[src/rtl/mac_stat_pkg.sv]
package mac_stat_pkg;

    // Narrow counter indices (address = ADDR_NARROW0 + index)
    localparam int IX_RX_FRAMES  = 0;
    localparam int IX_RX_MCAST   = 1;
    localparam int IX_RX_BCAST   = 2;
    localparam int IX_RX_PAUSE   = 3;
    localparam int IX_RX_FCS     = 4;
    localparam int IX_RX_JABBER  = 5;
    localparam int IX_RX_SHORT   = 6;
    localparam int IX_RX_SYMERR  = 7;
    localparam int IX_RX_OVERSZ  = 8;
    localparam int IX_RX_OVERMAX = 9;
    localparam int IX_RX_BIN0    = 10;
    localparam int NUM_BINS      = 7;
    localparam int IX_TX_FRAMES  = IX_RX_BIN0 + NUM_BINS;
    localparam int IX_TX_MCAST   = IX_TX_FRAMES + 1;
    localparam int IX_TX_BCAST   = IX_TX_FRAMES + 2;
    localparam int IX_TX_PAUSE   = IX_TX_FRAMES + 3;
    localparam int IX_TX_ERR     = IX_TX_FRAMES + 4;
    localparam int IX_TX_BIN0    = IX_TX_FRAMES + 5;
    localparam int NUM_NARROW    = IX_TX_BIN0 + NUM_BINS;
    localparam int NARROW_IW     = $clog2(NUM_NARROW);

    localparam int ADDR_RXB_LO   = 0;
    localparam int ADDR_RXB_HI   = 1;
    localparam int ADDR_TXB_LO   = 2;
    localparam int ADDR_TXB_HI   = 3;
    localparam int ADDR_NARROW0  = 4;
    localparam int ADDR_END      = ADDR_NARROW0 + NUM_NARROW;

    typedef enum logic [1:0] {
        SEL_NONE,
        SEL_NARROW,
        SEL_WIDE_LO,
        SEL_WIDE_HI
    } rd_sel_e;

    typedef struct packed {
        rd_sel_e              sel;
        logic                 wide_tx;
        logic [NARROW_IW-1:0] idx;
    } rd_dec_t;

    typedef struct packed {
        logic mcast;
        logic bcast;
        logic pause;
    } frm_class_t;

    typedef struct packed {
        logic fcs;
        logic jabber;
        logic runt;
        logic sym;
    } rx_fault_t;

    // Upper edges of bins 0..5; bin 6 takes everything above the last edge
    function automatic int unsigned size_bin(input int unsigned len);
        int unsigned b;
        if      (len <= 64)   b = 0;
        else if (len <= 127)  b = 1;
        else if (len <= 255)  b = 2;
        else if (len <= 511)  b = 3;
        else if (len <= 1023) b = 4;
        else if (len <= 1518) b = 5;
        else                  b = 6;
        return b;
    endfunction

    function automatic rd_dec_t decode_addr(input int unsigned addr);
        rd_dec_t d;
        d.sel     = SEL_NONE;
        d.wide_tx = 1'b0;
        d.idx     = '0;
        if (addr == ADDR_RXB_LO || addr == ADDR_TXB_LO) begin
            d.sel     = SEL_WIDE_LO;
            d.wide_tx = (addr == ADDR_TXB_LO);
        end else if (addr == ADDR_RXB_HI || addr == ADDR_TXB_HI) begin
            d.sel     = SEL_WIDE_HI;
            d.wide_tx = (addr == ADDR_TXB_HI);
        end else if (addr >= ADDR_NARROW0 && addr < ADDR_END) begin
            d.sel = SEL_NARROW;
            d.idx = NARROW_IW'(addr - ADDR_NARROW0);
        end
        return d;
    endfunction

endpackage

[src/rtl/stat_event_decode.sv]
module stat_event_decode
    import mac_stat_pkg::*;
#(
    parameter int LEN_W   = 14,
    parameter int STD_MAX = 1518
) (
    input  logic                  rx_valid,
    input  logic [LEN_W-1:0]      rx_len,
    input  frm_class_t            rx_cls,
    input  rx_fault_t             rx_flt,
    input  logic [LEN_W-1:0]      cfg_max_len,
    input  logic                  tx_valid,
    input  logic [LEN_W-1:0]      tx_len,
    input  frm_class_t            tx_cls,
    input  logic                  tx_err,
    output logic [NUM_NARROW-1:0] inc,
    output logic [LEN_W-1:0]      rx_add,
    output logic [LEN_W-1:0]      tx_add
);

    int unsigned rx_bin;
    int unsigned tx_bin;

    always_comb begin
        rx_bin = size_bin(32'(rx_len));
        tx_bin = size_bin(32'(tx_len));
        inc    = '0;
        if (rx_valid) begin
            inc[IX_RX_FRAMES]       = 1'b1;
            inc[IX_RX_MCAST]        = rx_cls.mcast;
            inc[IX_RX_BCAST]        = rx_cls.bcast;
            inc[IX_RX_PAUSE]        = rx_cls.pause;
            inc[IX_RX_FCS]          = rx_flt.fcs;
            inc[IX_RX_JABBER]       = rx_flt.jabber;
            inc[IX_RX_SHORT]        = rx_flt.runt;
            inc[IX_RX_SYMERR]       = rx_flt.sym;
            inc[IX_RX_OVERSZ]       = (32'(rx_len) > STD_MAX);
            inc[IX_RX_OVERMAX]      = (rx_len > cfg_max_len);
            inc[IX_RX_BIN0 + rx_bin] = 1'b1;
        end
        if (tx_valid) begin
            inc[IX_TX_FRAMES]       = 1'b1;
            inc[IX_TX_MCAST]        = tx_cls.mcast;
            inc[IX_TX_BCAST]        = tx_cls.bcast;
            inc[IX_TX_PAUSE]        = tx_cls.pause;
            inc[IX_TX_ERR]          = tx_err;
            inc[IX_TX_BIN0 + tx_bin] = 1'b1;
        end
        rx_add = rx_valid ? rx_len : '0;
        tx_add = tx_valid ? tx_len : '0;
    end

endmodule

[src/rtl/stat_narrow_ctr.sv]
module stat_narrow_ctr #(
    parameter int W = 32
) (
    input  logic         clk,
    input  logic         rst,
    input  logic         clr_all,
    input  logic         rd_clr,
    input  logic         inc,
    output logic [W-1:0] cnt_q
);

    logic [W-1:0] inc_w;
    assign inc_w = {{(W-1){1'b0}}, inc};

    always_ff @(posedge clk) begin
        if (rst || clr_all) begin
            cnt_q <= '0;
        end else if (rd_clr) begin
            cnt_q <= inc_w;
        end else begin
            cnt_q <= cnt_q + inc_w;
        end
    end

endmodule

[src/rtl/stat_wide_ctr.sv]
module stat_wide_ctr #(
    parameter int BYTE_W = 45,
    parameter int WORD_W = 32,
    parameter int LEN_W  = 14,
    localparam int HI_W  = BYTE_W - WORD_W
) (
    input  logic              clk,
    input  logic              rst,
    input  logic              clr_all,
    input  logic              rd_lo,
    input  logic [LEN_W-1:0]  add,
    output logic [BYTE_W-1:0] cnt_q,
    output logic [HI_W-1:0]   snap_q
);

    logic [BYTE_W-1:0] add_w;
    assign add_w = BYTE_W'(add);

    always_ff @(posedge clk) begin
        if (rst || clr_all) begin
            cnt_q  <= '0;
            snap_q <= '0;
        end else if (rd_lo) begin
            cnt_q  <= add_w;
            snap_q <= cnt_q[BYTE_W-1:WORD_W];
        end else begin
            cnt_q  <= cnt_q + add_w;
        end
    end

endmodule

[src/rtl/mac_stat_bank.sv]
module mac_stat_bank
    import mac_stat_pkg::*;
#(
    parameter int LEN_W   = 14,
    parameter int FRM_W   = 32,
    parameter int BYTE_W  = 45,
    parameter int WORD_W  = 32,
    parameter int STD_MAX = 1518,
    parameter int ADDR_W  = 6
) (
    input  logic              clk,
    input  logic              rst,
    input  logic              clr_all,
    input  logic [LEN_W-1:0]  cfg_max_len,
    input  logic              rx_valid,
    input  logic [LEN_W-1:0]  rx_len,
    input  logic              rx_mcast,
    input  logic              rx_bcast,
    input  logic              rx_pause,
    input  logic              rx_fcs_err,
    input  logic              rx_jabber,
    input  logic              rx_short,
    input  logic              rx_sym_err,
    input  logic              tx_valid,
    input  logic [LEN_W-1:0]  tx_len,
    input  logic              tx_mcast,
    input  logic              tx_bcast,
    input  logic              tx_pause,
    input  logic              tx_err,
    input  logic              rd_en,
    input  logic [ADDR_W-1:0] rd_addr,
    output logic [WORD_W-1:0] rd_data
);

    localparam int HI_W = BYTE_W - WORD_W;

    frm_class_t                        rx_cls;
    frm_class_t                        tx_cls;
    rx_fault_t                         rx_flt;
    logic [NUM_NARROW-1:0]             inc;
    logic [LEN_W-1:0]                  rx_add;
    logic [LEN_W-1:0]                  tx_add;
    rd_dec_t                           dec;
    logic [NUM_NARROW-1:0][FRM_W-1:0]  narrow_q;
    logic [BYTE_W-1:0]                 rx_bytes_q;
    logic [BYTE_W-1:0]                 tx_bytes_q;
    logic [HI_W-1:0]                   rx_snap_q;
    logic [HI_W-1:0]                   tx_snap_q;
    logic                              rx_rd_lo;
    logic                              tx_rd_lo;
    logic [WORD_W-1:0]                 rd_next;

    assign rx_cls = '{mcast: rx_mcast, bcast: rx_bcast, pause: rx_pause};
    assign tx_cls = '{mcast: tx_mcast, bcast: tx_bcast, pause: tx_pause};
    assign rx_flt = '{fcs: rx_fcs_err, jabber: rx_jabber, runt: rx_short, sym: rx_sym_err};

    stat_event_decode #(
        .LEN_W  (LEN_W),
        .STD_MAX(STD_MAX)
    ) u_decode (
        .rx_valid   (rx_valid),
        .rx_len     (rx_len),
        .rx_cls     (rx_cls),
        .rx_flt     (rx_flt),
        .cfg_max_len(cfg_max_len),
        .tx_valid   (tx_valid),
        .tx_len     (tx_len),
        .tx_cls     (tx_cls),
        .tx_err     (tx_err),
        .inc        (inc),
        .rx_add     (rx_add),
        .tx_add     (tx_add)
    );

    assign dec = decode_addr(32'(rd_addr));

    for (genvar k = 0; k < NUM_NARROW; k++) begin : g_narrow
        logic rd_clr;
        assign rd_clr = rd_en && (dec.sel == SEL_NARROW) && (dec.idx == NARROW_IW'(k));
        stat_narrow_ctr #(.W(FRM_W)) u_ctr (
            .clk    (clk),
            .rst    (rst),
            .clr_all(clr_all),
            .rd_clr (rd_clr),
            .inc    (inc[k]),
            .cnt_q  (narrow_q[k])
        );
    end

    assign rx_rd_lo = rd_en && (dec.sel == SEL_WIDE_LO) && !dec.wide_tx;
    assign tx_rd_lo = rd_en && (dec.sel == SEL_WIDE_LO) &&  dec.wide_tx;

    stat_wide_ctr #(.BYTE_W(BYTE_W), .WORD_W(WORD_W), .LEN_W(LEN_W)) u_rx_bytes (
        .clk    (clk),
        .rst    (rst),
        .clr_all(clr_all),
        .rd_lo  (rx_rd_lo),
        .add    (rx_add),
        .cnt_q  (rx_bytes_q),
        .snap_q (rx_snap_q)
    );

    stat_wide_ctr #(.BYTE_W(BYTE_W), .WORD_W(WORD_W), .LEN_W(LEN_W)) u_tx_bytes (
        .clk    (clk),
        .rst    (rst),
        .clr_all(clr_all),
        .rd_lo  (tx_rd_lo),
        .add    (tx_add),
        .cnt_q  (tx_bytes_q),
        .snap_q (tx_snap_q)
    );

    always_comb begin
        rd_next = '0;
        case (dec.sel)
            SEL_NARROW:  rd_next = WORD_W'(narrow_q[dec.idx]);
            SEL_WIDE_LO: rd_next = dec.wide_tx ? tx_bytes_q[WORD_W-1:0] : rx_bytes_q[WORD_W-1:0];
            SEL_WIDE_HI: rd_next = dec.wide_tx ? WORD_W'(tx_snap_q) : WORD_W'(rx_snap_q);
            default:     rd_next = '0;
        endcase
    end

    always_ff @(posedge clk) begin
        if (rst) begin
            rd_data <= '0;
        end else if (rd_en) begin
            rd_data <= rd_next;
        end
    end

endmodule


[config.mk]
export PLATFORM = sky130hd
export DESIGN_NAME = mac_stat_bank
export DESIGN_NICKNAME = d
export VERILOG_FILES = /design/src/rtl/mac_stat_pkg.sv /design/src/rtl/stat_event_decode.sv /design/src/rtl/stat_narrow_ctr.sv /design/src/rtl/stat_wide_ctr.sv /design/src/rtl/mac_stat_bank.sv
export SDC_FILE = /design/constraint.sdc
export NUM_CORES = 2
export LEC_CHECK = 0
export ABC_AREA = 1
export BUFFER_PORTS_ARGS = -buffer_cell sky130_fd_sc_hd__buf_2
export CORE_ASPECT_RATIO = 1.5
export CORE_UTILIZATION = 28
export CTS_CLUSTER_DIAMETER = 30
export CTS_CLUSTER_SIZE = 12
export DETAILED_ROUTE_END_ITERATION = 8
export GPL_TIMING_DRIVEN = 0
export PLACE_DENSITY_LB_ADDON = 0.1
export RECOVER_POWER = 100
export SLEW_MARGIN = 20
export SYNTH_ARGS = -nofsm -noshare
export SYNTH_HDL_FRONTEND = slang
export SYNTH_SLANG_ARGS = --single-unit
[constraint.sdc]
create_clock -name clk -period 4.8 [get_ports clk]
set_clock_uncertainty 0.05 [all_clocks]
set_input_delay 0.96 -clock clk [delete_from_list [all_inputs] [get_ports clk]]
set_output_delay 0.96 -clock clk [all_outputs]
set_load 0.01 [all_outputs]
==> run metrics <==
most frequent cells in the layout=nand2_1 (2211), nor2_1 (2040), inv_1 (1316); Worst Hold Depth=3; HP Class=in2reg; CTS tree=yes; Net Sw Frac=roughly a quarter; clock buffer count from CTS=just under 300; Residual DRC=0; final HPWL from detailed placement=around 240 mm; grt total ovfl=0; vias in the first global route=around 65k; Top delay family on crit path=buffers and inverters; dominant cell type by area after synthesis=dfxtp_1; CTS Buffer Depth=4; most common cell after layout, fill and taps aside=nand2_1; CTS clk-pin slew, worst paths=approximately 40 ps; syn_nets=just over 10k; first-pass GRT wire length=approximately 420 mm; P per Cell Area=407 nW/µm²; initial antenna violation count=14; Yosys reg bits=1076; CP max stage delay=approximately 1100 ps; setup TNS=-193 ps; CP required=approximately 5400 ps; initial core utilization=between 20% and 30%; DR pass1 iterations=6; largest net degree at the start of global routing=12; initial drt markers=about 4.5k; CP Data Arrival Time=approximately 5500 ps; failing checks=setup timing; Final nets=10.5k; core area=224000 µm²; Post-Syn Area=63100 µm²; Synth Area per Inst=about 6.3 µm²; post-synth top area share=~34%; peak supply drop=between 0.2 and 0.25 mV; min Tclk post-route=approximately 4900 ps; RSZ-0062 raised after global routing=yes; reg2reg end=u_tx_bytes.cnt_q[44]; final cell count without fillers=~14k; pins over their slew limit=0; Site Rows=around 210; most common flop cell mapped by yosys=dfxtp_1; Die W=between 300 and 400 µm; critical path cell sequence=buf_2, inv_2, nand2_2, nand3_1, clkbuf_1, buf_2, nand2_1, o21a_1, nand2_1, nand2_1, nand2_1, inv_1, nand2_1, nand2_1, nand2_1, nand2_1, nand2_1, a21oi_1; via count=~65k; Distinct cells, synth=58; area taken by multi-input logic gates=35300 µm²; sequential share of power=around 29%; Inst Count DP=13.1k; critical path class=in2reg; Worst Path Buf+Inv=5; reg2reg setup slack=between 1000 and 1500 ps; htree depth=5; CTS root buffer=clkbuf_16; Final WS setup=-84.2 ps; clock share of power=between 60% and 70%; P&R area growth vs syn=23.3%; Crit. End Element=register; HP Start=tx_len[0]; DP Worst Slack=-1530 ps; layout cells sized above 1=9.49%; clock latency on the worst-skew pair=around 850 ps; Yosys warning total=0; Final Cycle Share=102%; Peak Freq=just over 0.2 GHz; Max-Cap Viols=0; # setup viols final=3; hold_ws=378 ps; P_leak=between 30 and 40 nW; Seq. cell area=21500 µm²; status=finished with violations; drt total wl=approximately 300 mm; Hold Vio Cnt, Final=0; Sw Pwr=between 7 and 8 mW; Comb power frac=approximately 6.9%; synth top area cells=dfxtp_1 (34%), nand2_1 (13%), nor2_1 (12%); DR WL/cell=21.9 µm; Crit path top cell by count=nand2_1; Top Ports=97; die area=roughly 230000 µm²; Die Span Y=approximately 580 µm; R2R cell count=13; Final ANT Viol Nets=0; Least-Margin Pin Slew=~1400 ps; Cell Int Power=between 20 and 25 mW; Via density=approximately 4.8; Slowest-stage cell, CP=clkbuf_1; CP startpoint kind=input port; sequential share of the synthesized area=34.1%; EDFF count, synth=0; GP Congestion=approximately 0.98; Total GRT Usage=~26%; post-synthesis async set-or-reset flop share=0%; CTS Sinks=1076; crit path max fanout=11; Synth Instances=between 9k and 10k; count of input and output buffers=between 90 and 100; worst r2r src=u_tx_bytes.cnt_q[0]; total power=approximately 32 mW; Hold Path End=u_tx_bytes.cnt_q[0]; fillers=~25k; Relative slew margins=roughly 3.4%
-- kinds of logic (layout without fill, tap and decap cells) --
family / after synthesis / in the layout / share of synthesized area, %
compound gates: 1050 / 1050 / 8.96
xor+xnor: 396 / 396 / 5.50
fa+ha+maj: 109 / 109 / 2.19
buf+inv: 1624 / 2250 / 10.1
flops: 1076 / 1076 / 34.1
other cells: 0 / 7 / 0
simple gates: 5705 / 5705 / 39.1
-- power groups by stage --
| stage | registers (mW) | clock network [mW] | logic [mW] |
|---|---|---|---|
| floorplan | 9.19 | 0 | 1.03 |
| global placement | 9.19 | 0 | 2.15 |
| detailed placement | 9.19 | 0 | 2.15 |
| CTS | 9.03 | 20.8 | 2.16 |
| global route | 9.03 | 21.2 | 2.29 |
| finish | 9.04 | 20.4 | 2.19 |
-- per-layer routing --
metal / share of wire, % / track usage [%] / vias to the layer above
met5: 0.032 / 0 / -
met2: 49 / 45.5 / 1773
met3: 4.7 / 3.58 / 682
met1: 38 / 27.9 / 30300
li1: - / - / 32400
met4: 7.7 / 17.6 / 14
-- flip-flops by register name, indices dropped and copies added (netlist names) --
signal                cells
g_narrow.u_ctr.cnt_q    928
u_rx_bytes.cnt_q         45
u_tx_bytes.cnt_q         45
u_rx_bytes.snap_q        13
u_tx_bytes.snap_q        13
rd_data                  32
-- synthesized netlist by cell type (all sizes together), types with 73 or more instances --
cell / number
nor3b: 178
o21a: 107
nor4: 107
inv: 1338
nand4: 197
ha: 107
nand2: 2221
xnor2: 103
nor3: 438
nand3: 346
or2: 98
a21oi: 636
o21ai: 250
clkbuf: 73
nor2: 2097
buf: 212
xor2: 293
dfxtp: 1076
-- through the flow --
| step | util (%) | instance area, µm² |
|---|---|---|
| 2_1_floorplan | - | 63100 |
| 3_3_place_gp | 30.0 | 67300 |
| 4_1_cts | 34.6 | 77600 |
| 5_1_grt | 34.7 | 77800 |
| 3_5_place_dp | 30.1 | 67400 |
| 6_report | 34.7 | 77800 |
-- worst max-delay path by stage --
stage                                    to  startpoint  slack [ps]  cells past startpoint
3_3_place_gp    g_narrow[9].u_ctr.cnt_q[30]  rx_len[13]       -1480                     25
4_1_cts        g_narrow[12].u_ctr.cnt_q[28]  rx_len[13]          10                     26
2_1_floorplan  g_narrow[21].u_ctr.cnt_q[30]  rx_len[13]         550                     26
6_report                        rd_data[26]  rd_addr[1]         -80                     18
5_1_grt        g_narrow[15].u_ctr.cnt_q[28]  rx_len[13]         -90                     26
3_5_place_dp    g_narrow[9].u_ctr.cnt_q[30]  rx_len[13]       -1530                     25
-- final cells by class --
class / count / share of cell area (%)
multi-input combinational: 7260 / 45.4
sequential: 1076 / 27.7
clock buffer: 398 / 10.8
inverter: 1339 / 6.46
tap: 3010 / 4.84
clock inverter: 118 / 2.20
buffer: 285 / 1.76
timing repair buffer: 110 / 0.820
antenna: 7 / 0.0225
-- what timing repair did --
action	4_1_cts	5_1_grt
pin swaps	0	11
gates resized for setup	8	46
hold buffers	0	0
endpoints found under the setup margin	142	90
buffers inserted	0	12
-- worst reg2reg max path, cell delays in order, from the launching register on --
cell	delay, ps
dfxtp_1	440
ha_1	230
inv_1	70
fa_1	410
o21ai_1	260
a21oi_1	290
o21ai_1	420
nand2_1	110
nand2_1	230
nand2_1	180
nor2_1	220
nand2_1	100
o21ai_0	160
nor2_1	60
Note: power is estimated with default switching activity, not from simulation.
